`src/rtl/msi_res_pkg.sv`:
```
package msi_res_pkg;

  // Delivery codes the resolver distinguishes; every other code is routed
  // exactly like fixed delivery.
  typedef enum logic [2:0] {
    DLV_FIXED  = 3'b000,
    DLV_LOWEST = 3'b001
  } dlv_mode_e;

  localparam int unsigned MSG_ID_W = 8;
  localparam int unsigned DLV_W    = 3;

endpackage

```
`src/rtl/msi_match_unit.sv`:
```
module msi_match_unit #(
  parameter int unsigned N_AGENTS = 8,
  parameter int unsigned ID_W     = 8
) (
  input  logic [ID_W-1:0]          dest_id,
  input  logic                     dest_logical,
  input  logic [N_AGENTS*ID_W-1:0] phys_ids,
  input  logic [N_AGENTS*ID_W-1:0] log_ids,
  output logic [N_AGENTS-1:0]      hit
);

  localparam logic [ID_W-1:0] BCAST_ID = '1;

  logic is_bcast;
  assign is_bcast = (dest_id == BCAST_ID);

  for (genvar g = 0; g < N_AGENTS; g++) begin : g_agent
    logic [ID_W-1:0] pid;
    logic [ID_W-1:0] lid;
    logic            phys_hit;
    logic            log_hit;

    assign pid      = phys_ids[g*ID_W +: ID_W];
    assign lid      = log_ids[g*ID_W +: ID_W];
    assign phys_hit = (pid == dest_id) && !is_bcast;
    assign log_hit  = |(lid & dest_id);
    assign hit[g]   = dest_logical ? log_hit : phys_hit;
  end

endmodule

```
`src/rtl/msi_lowpri_arb.sv`:
```
module msi_lowpri_arb #(
  parameter int unsigned N_AGENTS = 8,
  parameter int unsigned PRIO_W   = 8,
  parameter int unsigned CLASS_W  = 4
) (
  input  logic [N_AGENTS-1:0]        cand,
  input  logic [N_AGENTS*PRIO_W-1:0] prio,
  output logic [N_AGENTS-1:0]        grant
);

  localparam int unsigned IDX_W = (N_AGENTS > 1) ? $clog2(N_AGENTS) : 1;
  localparam int unsigned CLS_LO = PRIO_W - CLASS_W;

  logic [CLASS_W-1:0] best_cls;
  logic [IDX_W-1:0]   best_idx;
  logic               found;

  // One linear pass: strict less-than keeps the earliest index on a tie.
  always_comb begin
    best_cls = '1;
    best_idx = '0;
    found    = 1'b0;
    for (int i = 0; i < N_AGENTS; i++) begin
      if (cand[i]) begin
        if (!found || (prio[i*PRIO_W + CLS_LO +: CLASS_W] < best_cls)) begin
          best_cls = prio[i*PRIO_W + CLS_LO +: CLASS_W];
          best_idx = IDX_W'(i);
          found    = 1'b1;
        end
      end
    end
  end

  always_comb begin
    grant = '0;
    if (found) begin
      grant[best_idx] = 1'b1;
    end
  end

endmodule

```
`src/rtl/msi_dest_resolver.sv`:
```
module msi_dest_resolver #(
  parameter int unsigned N_AGENTS = 8,
  parameter int unsigned ID_W     = 8,
  parameter int unsigned PRIO_W   = 8,
  parameter int unsigned CLASS_W  = 4
) (
  input  logic                       clk,
  input  logic                       rst_n,
  input  logic                       req_valid,
  input  logic [ID_W-1:0]            req_dest_id,
  input  logic                       req_dest_logical,
  input  logic                       req_redir_hint,
  input  logic [2:0]                 req_dlv_mode,
  input  logic [N_AGENTS*ID_W-1:0]   agent_phys_id,
  input  logic [N_AGENTS*ID_W-1:0]   agent_log_id,
  input  logic [N_AGENTS*PRIO_W-1:0] agent_arb_prio,
  output logic                       out_valid,
  output logic [N_AGENTS-1:0]        out_mask,
  output logic                       out_no_target
);

  import msi_res_pkg::*;

  logic [N_AGENTS-1:0] hit;
  logic [N_AGENTS-1:0] grant;
  logic                arb_en;
  logic [N_AGENTS-1:0] sel;

  logic                valid_d, valid_q;
  logic [N_AGENTS-1:0] mask_d,  mask_q;
  logic                nt_d,    nt_q;

  msi_match_unit #(
    .N_AGENTS (N_AGENTS),
    .ID_W     (ID_W)
  ) u_match (
    .dest_id      (req_dest_id),
    .dest_logical (req_dest_logical),
    .phys_ids     (agent_phys_id),
    .log_ids      (agent_log_id),
    .hit          (hit)
  );

  msi_lowpri_arb #(
    .N_AGENTS (N_AGENTS),
    .PRIO_W   (PRIO_W),
    .CLASS_W  (CLASS_W)
  ) u_arb (
    .cand  (hit),
    .prio  (agent_arb_prio),
    .grant (grant)
  );

  // Arbitrate on a lowest-priority code, or on a logical message with the hint.
  assign arb_en = (req_dlv_mode == DLV_LOWEST) ||
                  (req_dest_logical && req_redir_hint);
  assign sel    = arb_en ? grant : hit;

  // Next-state
  always_comb begin
    valid_d = req_valid;
    mask_d  = mask_q;
    nt_d    = 1'b0;
    if (req_valid) begin
      mask_d = sel;
      nt_d   = (sel == '0);
    end
  end

  // Registers
  always_ff @(posedge clk or negedge rst_n) begin
    if (!rst_n) begin
      valid_q <= 1'b0;
      mask_q  <= '0;
      nt_q    <= 1'b0;
    end else begin
      valid_q <= valid_d;
      mask_q  <= mask_d;
      nt_q    <= nt_d;
    end
  end

  assign out_valid     = valid_q;
  assign out_mask      = mask_q;
  assign out_no_target = nt_q;

  // Assertions
  p_req_to_valid_r8: assert property (@(posedge clk) disable iff (!rst_n)
    req_valid |=> out_valid);

  p_idle_no_valid_r8: assert property (@(posedge clk) disable iff (!rst_n)
    !req_valid |=> !out_valid);

  p_hold_mask_r8: assert property (@(posedge clk) disable iff (!rst_n)
    !req_valid |=> $stable(out_mask));

  p_notgt_empty_r7: assert property (@(posedge clk) disable iff (!rst_n)
    out_valid |-> (out_no_target == (out_mask == '0)));

  p_notgt_pulse_r7: assert property (@(posedge clk) disable iff (!rst_n)
    !out_valid |-> !out_no_target);

  p_bcast_phys_r2: assert property (@(posedge clk) disable iff (!rst_n)
    (req_valid && !req_dest_logical && (req_dest_id == '1)) |=> out_no_target);

  p_redir_single_r4: assert property (@(posedge clk) disable iff (!rst_n)
    (req_valid && req_dest_logical && req_redir_hint) |=> $onehot0(out_mask));

  p_grant_in_group_r4: assert property (@(posedge clk) disable iff (!rst_n)
    (grant & ~hit) == '0);

  p_grant_if_any_r6: assert property (@(posedge clk) disable iff (!rst_n)
    (|hit) |-> $onehot(grant));

endmodule

```
`config.mk`:
```
export PLATFORM = sky130hd
export DESIGN_NAME = msi_dest_resolver
export DESIGN_NICKNAME = d
export VERILOG_FILES = /design/src/rtl/msi_res_pkg.sv /design/src/rtl/msi_match_unit.sv /design/src/rtl/msi_lowpri_arb.sv /design/src/rtl/msi_dest_resolver.sv
export SDC_FILE = /design/constraint.sdc
export NUM_CORES = 1
export LEC_CHECK = 0
export ABC_CLOCK_PERIOD_IN_PS = 1000
export BUFFER_PORTS_ARGS = -buffer_cell sky130_fd_sc_hd__clkbuf_2
export CORE_MARGIN = 8
export CORE_UTILIZATION = 44
export CTS_BUF_LIST = sky130_fd_sc_hd__clkbuf_8
export DETAILED_ROUTE_END_ITERATION = 6
export PLACE_DENSITY_LB_ADDON = 0.1
export SLEW_MARGIN = 20
export SYNTH_ARGS = -nofsm -noshare
export SYNTH_HDL_FRONTEND = slang
export SYNTH_SLANG_ARGS = --single-unit
```
`constraint.sdc`:
```
create_clock -name clk -period 1 [get_ports clk]
set_input_delay 0.1 -clock clk [delete_from_list [all_inputs] [get_ports clk]]
set_output_delay 0.1 -clock clk [all_outputs]
set_load 0.02 [all_outputs]
```
==> results.yml <==
run_status:
  status: "finished, violations left"
  violations: "negative setup slack"
finish:
  fin_nets: 952
  seq_area_um2: 250
  antenna_cells: 0
  instances_no_fill: 831
  fill_cells: 492
  drive_gt1_frac: 0.587
  multi_input_area_um2: 3140
  post-route-util: 0.817
  area.growth.synth_to_final_pct: 82.2
sta:
  worst_pin_slew_ns: 0.556
  hold_viol_final: 0
  relSlewSlack: 0.626
  skew_ns: 0
  worst_slack_ns: -8.13
  setup_tns_ns: -65.75
  slew_viol_final: 0
  fin_crit_sh: 9.13
  timing.hold.ws_ns: 0.164
  fin_crit_ns: 9.13
  setup_violations: 9
  fmax_ghz: 0.110
  rsz0062_at_grt: "true"
synth:
  syn-mean-instance-area_um2: 7.83
  synth.area.top_cells: "xor2_1 17%, dfrtp_1 7.8%, a22oi_1 7.7%"
  netlist_instances: 409
  synth_warnings: 0
  yosys_register_bits: 10
  synth_top_family_by_area: "compound AO/OA/AOI/OAI gates"
  ys_types: 82
  synth_mux_area_frac: 0.0332
  ys_async_sr_fraction: 1.00
  yosysTopAreaCellShare: 0.172
  synth_fa_ha_area_frac: 0.0563
  synth_nets: 628
  synth_edf_count: 0
  yosysTopAreaCell: "xor2_1"
  synth_most_common_cell: "xor2_1"
  synth_compound_area_frac: 0.361
  synth-main-ff-cell: "dfrtp_1"
  ys_seq_area_frac: 0.0782
  synth-simple-area-share: 0.225
  syn_area_um2: 3200
  synthXorXnorAreaFrac: 0.186
  synthTopCellsByCount: "63 x xor2_1, 33 x a22oi_1, 31 x nor2_1"
hold_path:
  hp-class: "primary input to flop"
  holdCritStartpoint: "req_valid"
power:
  p_leak_nw: 2.84
  powerDensity_nw_per_um2: 1030
  ir_worst_vdd_v: 0.000472
setup_path:
  crit_end: "out_mask[5]$_DFFE_PN0P_"
  cp.arrival_ns: 9.28
  r2r_start: "out_mask[5]$_DFFE_PN0P_"
  startpoint_type: "primary input"
  critPathRequiredTime_ns: 1.15
  slowest_delay_ns: 0.36
  cp-startpoint: "req_dest_id[0]"
  r2r_setup_slack_ns: 0.09
  reg2reg_depth: 2
  cp_max_fo: 5
  reg2reg_to: "out_mask[5]$_DFFE_PN0P_"
  cp_common_cell: "ha_4"
  path_class: "primary input to flop"
  crit_slowest_cell: "a221o_1"
  crit_path_end_kind: "flop"
global_routing:
  grt_pass1_wl_um: 23100
  antenna_found_initial: 0
  overflow: 0
  grt_pass1_vias: 4984
  grt_max_degree: 15
  track_usage: 0.278
clocking:
  cts_tree: "done"
  clk_pin_slew_ns: 0.05
  root_buffer: "clkbuf_8"
  cts_made_buffers: 3
  htreeDepth: 1
  clk_latency_ns: 0.24
  cts_buffer_depth: 2
  cts.sinks: 10
routing:
  ant_nets: 0
  avgRoutedWirePerCell_um: 19.3
  drc_errors: 0
  wirelength_um: 16000
  vias: 4802
  drtIter0Drc: 248
  firstDrtPassIters: 5
  viasPerCell: 5.78
die:
  die_area_um2: 10300
  die_h_um: 101
  initial_core_util: 0.448
  rows: 31
  fp.coreArea_um2: 7140
  die_x_um: 101
  io-pin-count: 218
placement:
  gp_congestion: 0.978
  port_buffers: 185
  place_inst: 800
  hpwlAfterDp_um: 12200
  pre_cts_slack_ns: -8.12
flow_run:
  drv_cap: 0
per-layer routing:
layer,GRT usage,wire length (µm)
met4,0.133,912
met2,0.512,8180
met3,0.0515,1300
met5,0,0
met1,0.297,5620
cells in the final DEF (no fill, tap or decap), types with 5 or more instances in the layout:
| master | count |
|---|---|
| clkbuf_2 | 178 |
| buf_4 | 146 |
| xor2_1 | 59 |
| nor2_1 | 29 |
| a22oi_1 | 26 |
| nand2_1 | 21 |
| inv_1 | 15 |
| nor4_1 | 15 |
| a21oi_1 | 14 |
| buf_6 | 11 |
| dfrtp_1 | 10 |
| nand4_1 | 9 |
| a31oi_1 | 9 |
| a22oi_2 | 7 |
| ha_4 | 6 |
| clkbuf_8 | 6 |
| nand2b_1 | 5 |
| o21ai_2 | 5 |
| o211ai_1 | 5 |
through the flow:
stage	instance area [µm²]	power, mW
global placement	5270	4.56
global route	5830	6.35
CTS	5620	5.50
floorplan	3400	2.84
detailed placement	5270	4.67
finish	5830	6.01
how the worst min path moves through the flow:
stage | end | depth (start not counted)
3_5_place_dp | out_no_target$_DFF_PN0_ | 1
4_1_cts | out_valid$_DFF_PN0_ | 2
2_1_floorplan | out_mask[0]$_DFFE_PN0P_ | 0
5_1_grt | out_valid$_DFF_PN0_ | 2
3_3_place_gp | out_no_target$_DFF_PN0_ | 1
6_report | out_valid$_DFF_PN0_ | 2
cell families (layout without fill, tap and decap cells):
group | Yosys count | in the layout
AOI/OAI and AO/OA | 139 | 139
and+or+nand+nor | 126 | 126
xor gates and xnor gates | 67 | 67
buffers and inverters | 42 | 365
adders and majority gates | 15 | 15
muxes | 10 | 10
DFF | 10 | 10
power by group:
| group | internal (mW) | total [mW] | switching (mW) |
|---|---|---|---|
| logic | 2.58 | 4.98 | 2.40 |
| registers | 0.463 | 0.500 | 0.0370 |
| clock network | 0.348 | 0.528 | 0.180 |
what timing repair did:
item | in CTS | in global routing
setup buffers | 16 | 10
cloned | 0 | 0
pin swaps | 35 | 32
hold endpoints to repair | 10 | 0
setup endpoints to repair | 9 | 9
hold buffers | 1 | 0
gates resized for setup | 32 | 28
critical path, delay by kind of cell:
kind,cells,cell delay [ns]
buffers and inverters,6,0.60
XOR/XNOR,1,0.30
AND/OR/NAND/NOR,13,1.61
multiplexers,3,0.90
adder cells (fa/ha/maj),7,1.75
AO/OA/AOI/OAI,22,4.01
state kept, by name, indices dropped and copies added (netlist names):
name	cells
out_no_target	1
out_valid	1
out_mask	8
cell type report:
cell class,instances,area share
multi-input cells,357,0.539
repair buffers,341,0.374
flip-flops and latches,10,0.0429
well taps,99,0.0212
inverters,20,0.0133
clock buffers,4,0.00944
Note: power is estimated with default switching activity, not from simulation.
